--- src/rtl/irq_pkg.sv ---
package irq_pkg;
    localparam int unsigned ADDR_W = 4;

    typedef enum logic [1:0] {
        SEL_PEND = 2'd0,
        SEL_MASK = 2'd1,
        SEL_CFG  = 2'd2,
        SEL_NONE = 2'd3
    } reg_sel_e;
endpackage

--- src/rtl/irq_sync.sv ---
module irq_sync #(
    parameter int unsigned N_LINES = 8
) (
    input  logic               clk,
    input  logic               rst_n,
    input  logic [N_LINES-1:0] line_n,
    output logic [N_LINES-1:0] active
);
    for (genvar i = 0; i < N_LINES; i++) begin : g_line
        typedef struct packed {
            logic s1;
            logic s2;
        } sync_t;

        sync_t st_d, st_q;

        always_comb begin
            st_d.s1 = line_n[i];
            st_d.s2 = st_q.s1;
        end

        always_ff @(posedge clk) begin
            if (!rst_n) st_q <= '{s1: 1'b1, s2: 1'b1};
            else        st_q <= st_d;
        end

        assign active[i] = ~st_q.s2;
    end
endmodule

--- src/rtl/irq_detect.sv ---
module irq_detect #(
    parameter int unsigned N_LINES = 8
) (
    input  logic               clk,
    input  logic               rst_n,
    input  logic [N_LINES-1:0] active,
    input  logic [N_LINES-1:0] edge_sel,
    input  logic [N_LINES-1:0] clr,
    output logic [N_LINES-1:0] pend
);
    for (genvar i = 0; i < N_LINES; i++) begin : g_det
        typedef struct packed {
            logic prev;
            logic pend;
        } det_t;

        det_t st_d, st_q;
        logic fall;

        always_comb begin
            fall      = active[i] & ~st_q.prev;
            st_d.prev = active[i];
            if (edge_sel[i]) st_d.pend = (st_q.pend & ~clr[i]) | fall;
            else             st_d.pend = active[i];
        end

        always_ff @(posedge clk) begin
            if (!rst_n) st_q <= '0;
            else        st_q <= st_d;
        end

        assign pend[i] = st_q.pend;

        // a detected fall in edge mode sets pending
        a_r5_edge_sets: assert property (@(posedge clk) disable iff (!rst_n)
            (edge_sel[i] && active[i] && !st_q.prev) |=> pend[i]);
        // edge-mode pending holds without a clear
        a_r5_edge_holds: assert property (@(posedge clk) disable iff (!rst_n)
            (edge_sel[i] && pend[i] && !clr[i]) |=> pend[i]);
        // level-mode pending tracks the synchronized line
        a_r6_level_follows: assert property (@(posedge clk) disable iff (!rst_n)
            (!edge_sel[i]) |=> (pend[i] == $past(active[i])));
    end
endmodule

--- src/rtl/irq_regs.sv ---
module irq_regs
    import irq_pkg::*;
#(
    parameter int unsigned N_LINES = 8,
    parameter int unsigned DATA_W  = 32
) (
    input  logic                 clk,
    input  logic                 rst_n,
    input  logic [ADDR_W-1:0]    addr,
    input  logic                 we,
    input  logic [DATA_W-1:0]    wdata,
    input  logic [2*N_LINES-1:0] pend_word,
    output logic [2*N_LINES-1:0] mask,
    output logic [N_LINES-1:0]   edge_sel,
    output logic [N_LINES-1:0]   wake_en,
    output logic [N_LINES-1:0]   clr,
    output logic [DATA_W-1:0]    rdata
);
    localparam int unsigned MW = 2 * N_LINES;

    typedef struct packed {
        logic [MW-1:0]      mask;
        logic [N_LINES-1:0] edge_sel;
        logic [N_LINES-1:0] wake_en;
    } cfg_t;

    cfg_t     st_d, st_q;
    reg_sel_e sel;
    logic     unused_bits;

    assign sel         = reg_sel_e'(addr[3:2]);
    assign unused_bits = ^{addr[1:0], wdata[DATA_W-1:MW]};

    always_comb begin
        st_d = st_q;
        if (we) begin
            case (sel)
                SEL_MASK: st_d.mask = wdata[MW-1:0];
                SEL_CFG: begin
                    st_d.edge_sel = wdata[N_LINES-1:0];
                    st_d.wake_en  = wdata[MW-1:N_LINES];
                end
                default: ;
            endcase
        end
    end

    always_ff @(posedge clk) begin
        if (!rst_n) st_q <= '0;
        else        st_q <= st_d;
    end

    always_comb begin
        for (int n = 0; n < N_LINES; n++) begin
            clr[n] = we && (sel == SEL_PEND) && wdata[2*n];
        end
    end

    always_comb begin
        rdata = '0;
        case (sel)
            SEL_PEND: rdata[MW-1:0] = pend_word;
            SEL_MASK: rdata[MW-1:0] = st_q.mask;
            SEL_CFG:  rdata[MW-1:0] = {st_q.wake_en, st_q.edge_sel};
            default:  rdata = '0;
        endcase
    end

    assign mask     = st_q.mask;
    assign edge_sel = st_q.edge_sel;
    assign wake_en  = st_q.wake_en;

    // a write to the enable word lands on the next edge
    a_r1_mask_write: assert property (@(posedge clk) disable iff (!rst_n)
        (we && sel == SEL_MASK) |=> (mask == $past(wdata[MW-1:0])));
    // the enable word changes only through a write
    a_r1_mask_stable: assert property (@(posedge clk) disable iff (!rst_n)
        !(we && sel == SEL_MASK) |=> $stable(mask));
endmodule

--- src/rtl/irq_pend_mask.sv ---
module irq_pend_mask
    import irq_pkg::*;
#(
    parameter int unsigned N_LINES = 8,
    parameter int unsigned DATA_W  = 32
) (
    input  logic               clk,
    input  logic               rst_n,
    input  logic [N_LINES-1:0] ext_irq_n,
    input  logic [N_LINES-1:0] int_lvl,
    input  logic               lp_mode,
    input  logic [ADDR_W-1:0]  reg_addr,
    input  logic               reg_we,
    input  logic [DATA_W-1:0]  reg_wdata,
    output logic [DATA_W-1:0]  reg_rdata,
    output logic               core_irq,
    output logic               core_nmi,
    output logic               wake
);
    localparam int unsigned MW = 2 * N_LINES;

    typedef struct packed {
        logic [N_LINES-1:0] int_pend;
        logic               irq;
        logic               nmi;
    } req_t;

    req_t st_d, st_q;

    logic [N_LINES-1:0] ext_active, ext_pend, edge_sel, wake_en, clr;
    logic [MW-1:0]      pend_word, mask, maskable;

    irq_sync #(.N_LINES(N_LINES)) u_sync (
        .clk    (clk),
        .rst_n  (rst_n),
        .line_n (ext_irq_n),
        .active (ext_active)
    );

    irq_detect #(.N_LINES(N_LINES)) u_detect (
        .clk      (clk),
        .rst_n    (rst_n),
        .active   (ext_active),
        .edge_sel (edge_sel),
        .clr      (clr),
        .pend     (ext_pend)
    );

    for (genvar n = 0; n < N_LINES; n++) begin : g_word
        assign pend_word[2*n]   = ext_pend[n];
        assign pend_word[2*n+1] = st_q.int_pend[n];
    end

    irq_regs #(.N_LINES(N_LINES), .DATA_W(DATA_W)) u_regs (
        .clk       (clk),
        .rst_n     (rst_n),
        .addr      (reg_addr),
        .we        (reg_we),
        .wdata     (reg_wdata),
        .pend_word (pend_word),
        .mask      (mask),
        .edge_sel  (edge_sel),
        .wake_en   (wake_en),
        .clr       (clr),
        .rdata     (reg_rdata)
    );

    assign maskable = pend_word & mask & ~MW'(1);

    always_comb begin
        st_d.int_pend = int_lvl;
        st_d.irq      = |maskable;
        st_d.nmi      = ext_pend[0];
    end

    always_ff @(posedge clk) begin
        if (!rst_n) st_q <= '0;
        else        st_q <= st_d;
    end

    assign core_irq = st_q.irq;
    assign core_nmi = st_q.nmi;
    assign wake     = lp_mode & |(ext_pend & wake_en);

    // line 0 pending raises the non-maskable request next cycle
    a_r8_nmi: assert property (@(posedge clk) disable iff (!rst_n)
        ext_pend[0] |=> core_nmi);
    // an enabled pending source raises core_irq next cycle
    a_r11_irq_rise: assert property (@(posedge clk) disable iff (!rst_n)
        (|maskable) |=> core_irq);
    // no enabled pending source leaves core_irq low next cycle
    a_r3_irq_quiet: assert property (@(posedge clk) disable iff (!rst_n)
        !(|maskable) |=> !core_irq);
    // internal pending tracks the source one edge later
    a_r7_int_pend: assert property (@(posedge clk) disable iff (!rst_n)
        1'b1 |=> (st_q.int_pend == $past(int_lvl)));
    // wake never asserts outside low-power mode
    a_r9_wake_lp: assert property (@(posedge clk) disable iff (!rst_n)
        wake |-> lp_mode);
endmodule

--- config.mk ---
export PLATFORM = sky130hd
export DESIGN_NAME = irq_pend_mask
export DESIGN_NICKNAME = d
export VERILOG_FILES = /design/src/rtl/irq_pkg.sv /design/src/rtl/irq_sync.sv /design/src/rtl/irq_detect.sv /design/src/rtl/irq_regs.sv /design/src/rtl/irq_pend_mask.sv
export SDC_FILE = /design/constraint.sdc
export NUM_CORES = 1
export LEC_CHECK = 0
export ABC_AREA = 1
export BUFFER_PORTS_ARGS = -buffer_cell sky130_fd_sc_hd__buf_2
export CORE_MARGIN = 5
export CORE_UTILIZATION = 52
export CTS_BUF_LIST = sky130_fd_sc_hd__clkbuf_4
export DETAILED_ROUTE_END_ITERATION = 16
export PLACE_DENSITY = 0.81
export SLEW_MARGIN = 20
export SYNTH_ARGS = -nofsm -noshare
export SYNTH_HDL_FRONTEND = slang
export SYNTH_SLANG_ARGS = --single-unit
--- constraint.sdc ---
create_clock -name clk -period 1.1 [get_ports clk]
set_input_delay 0.11 -clock clk [delete_from_list [all_inputs] [get_ports clk]]
set_output_delay 0.11 -clock clk [all_outputs]
set_load 0.01 [all_outputs]
==> impl_metrics.toml <==
[sta]
setup_tns_ns = -2.758
skew_ns = 0.007930
finalWorstSetupSlack_ns = -0.2896
rsz0062_at_grt = "yes"
post-route-period-util_pct = 126.3
setup_viol = 19
fin_crit_ns = 1.390
hold_violations = 0
drv_slew = 0
fmax_mhz = 719.6

[setup_path]
worstSetupStartpoint = "u_detect.pend[6]"
reg2reg_slack_ns = 0.04
crit_path_max_incr_delay_ns = 0.39
path_max_fanout = 4
cp_num_cells = 5
crit_slowest_cell = "dfxtp_4"
cp-end-kind = "primary output"
critPathBufInv = 1
critPathTopFamily = "flip-flops"
critPathKind = "reg2out"
crit_chain = "nand2_1 > o21ai_2 > nor2_1 > a21boi_1 > buf_2"
arrival_ns = 1.28
cp-endpoint = "wake"
r2r_start = "u_regs.mask[7]"
worstPathRequired_ns = 0.99
critical_path.startpoint_type = "register"
reg2reg_to = "core_irq"
rr_worst_depth = 6

[synth]
synth_top_area_share_pct = 50.79
synth_cells = 375
synth.largest_area_cell = "dfxtp_1"
synth_cell_types = 18
syn_area_sq_um = 2917
synth-edff-count = 0
ys_warn_count = 0
synth-async-reset-ratio_pct = 0
synth_seq_cells = 74
synth_seq_area_share_pct = 50.79
syn_area_per_cell_sq_um = 7.777
ys.flop_type = "dfxtp_1"
synth_area_leaders = "dfxtp_1 (51%), nand2_1 (12%), inv_1 (5.7%), a21oi_1 (5.5%), o221ai_1 (4.8%)"

[floorplanning]
boundaryPins = 91
core_area_sq_um = 5473
num_rows = 27
initial_core_util_pct = 53.29
dieWidth_microns = 84.89
dieArea_sq_um = 7206
die-height_microns = 84.89

[drt]
first_pass_iters = 5
wl_per_cell_microns = 14.46
num_vias = 2969
drc_errors = 0
viasPerCell = 5.172
ant_nets = 0
routed_wl_microns = 8302
drt_iter0_markers = 325

[global_route]
grt_max_degree = 48
grt_pass1_vias = 2943
grt_pass1_wl_microns = 13690
grt-ovfl-total = 0
track_usage_pct = 23.88
antenna_found_initial = 0

[hold_path]
hp-start = "rst_n"
hold_path.class = "in2reg"

[place]
port_buffers = 56
place_congestion = 0.8742
dp_hpwl_microns = 4817
dp.cells = 503
dpl-instance-area_sq_um = 3313

[outcome]
outcome = "finished, violations left"
violations = "negative setup slack"

[final_layout]
syn2layout_area_growth_pct = 42.77
drive_above_1_share_pct = 43.63
antenna_cells = 0
fin_nets = 553
layoutNonFillerInstCount = 574
fin_area_sq_um = 4164

[pwr]
p_leak_nw = 1.911
power_density_nw_per_um2 = 1392
peakVddDrop_mv = 1.408

[cts]
numCtsBuffers = 9
clk_pin_slew_worst_paths_ns = 0.12
cts_tree = "done"
cts_root_buffer = "clkbuf_4"
cts.sinks = 74
clk_latency_ns = 0.42
clock_path_buffers = 2
h-tree-depth = 3

[flow_run]
max_cap_viol_count = 0
## registers in the layout, indices dropped and copies added (netlist names)
register,count
core_nmi,1
u_regs.mask,16
pend_word,8
core_irq,1
u_regs.edge_sel,8
u_detect.pend,8
u_sync.g_line.st_d,8
u_sync.g_line.st_q,8
u_regs.wake_en,8
u_detect.g_det.st_q,8
## final cells by class
class                   instances  area, sq um
clock buffers                  10        75.07
clock inverters                 6        113.9
fillers                       370         1309
inverters                      47        176.4
multi-input cells             237         1227
flip-flops and latches         74         1534
well taps                      72        90.09
repair buffers                128        947.2
## repair_timing
| action | in CTS | in global routing |
|---|---|---|
| setup buffers | 18 | 3 |
| pin swaps | 15 | 9 |
| endpoints found under the setup margin | 17 | 21 |
| endpoints found under the hold margin | 48 | 1 |
| gates cloned | 0 | 0 |
| hold buffers | 33 | 1 |
| resized for setup | 81 | 14 |
## how the worst min path moves through the flow
stage / cells past startpoint / to / slack (ns)
finish: 3 / u_sync.g_line[5].st_d[0] / 0.11
global route: 4 / pend_word[15] / 0.11
floorplan: 2 / pend_word[11] / 0.21
CTS: 4 / u_regs.wake_en[6] / 0.02
detailed placement: 3 / pend_word[5] / 0.30
global placement: 3 / pend_word[7] / 0.29
## per-layer routing
layer	wire (microns)	up-vias	track usage, %
li1	-	1421	-
met1	3314	1345	28.36
met2	4001	171	40.28
met3	718	32	8.155
met4	269	0	8.345
met5	0	-	0
## cell usage after synthesis, types with 5 or more instances
| library cell | number |
|---|---|
| a21oi_1 | 32 |
| buf_2 | 9 |
| buf_4 | 17 |
| clkbuf_1 | 6 |
| dfxtp_1 | 74 |
| inv_1 | 44 |
| nand2_1 | 96 |
| nand4_1 | 7 |
| nor2_1 | 16 |
| o21ai_0 | 27 |
| o21ai_1 | 5 |
| o221ai_1 | 16 |
| or2_2 | 16 |
## placed cells by master (no fill, tap or decap), drive strengths merged
master | Yosys | layout
clkinvlp | 0 | 2
a21oi | 32 | 32
nand4 | 7 | 7
buf | 26 | 94
clkbuf | 6 | 10
o221ai | 16 | 16
dfxtp | 74 | 74
bufinv | 0 | 3
inv | 47 | 48
nor2 | 18 | 18
conb | 1 | 16
or2 | 16 | 16
a21boi | 1 | 1
nand3 | 3 | 3
dlygate4sd3 | 0 | 34
o21ai | 32 | 32
nand2 | 96 | 96
## logic make-up (layout without fill, tap and decap cells)
group | count (synthesis) | after routing | synth area share (%)
buf+inv | 79 | 191 | 12.74
other cells | 1 | 16 | 0.1286
compound gates | 81 | 81 | 16.04
simple gates | 140 | 140 | 20.29
flops | 74 | 74 | 50.79
## where the power goes
group	internal, W	switching (W)	total [W]
clock network	0.00118	0.000984	0.00217
registers	0.00281	0.0000706	0.00289
logic	0.000358	0.000388	0.000745
total	0.00436	0.00144	0.00580
## stage by stage
step                utilization [%]  power (W)  setup WS [ns]  hold WS [ns]
floorplan                         -   0.003247         0.1573        0.2076
global placement              60.54   0.003428        0.01609        0.2917
detailed placement            60.54   0.003444        0.01469        0.2952
CTS                           75.01   0.005754        -0.2819       0.01862
global route                  76.09   0.006053        -0.4280        0.1092
finish                        76.09   0.005798        -0.2896        0.1064
## tightest hold or removal path, stage by stage
cell   delay [ns]
buf_2        0.12
inv_1        0.14
or2_2        0.13
Power figures use the tool's default switching activity.
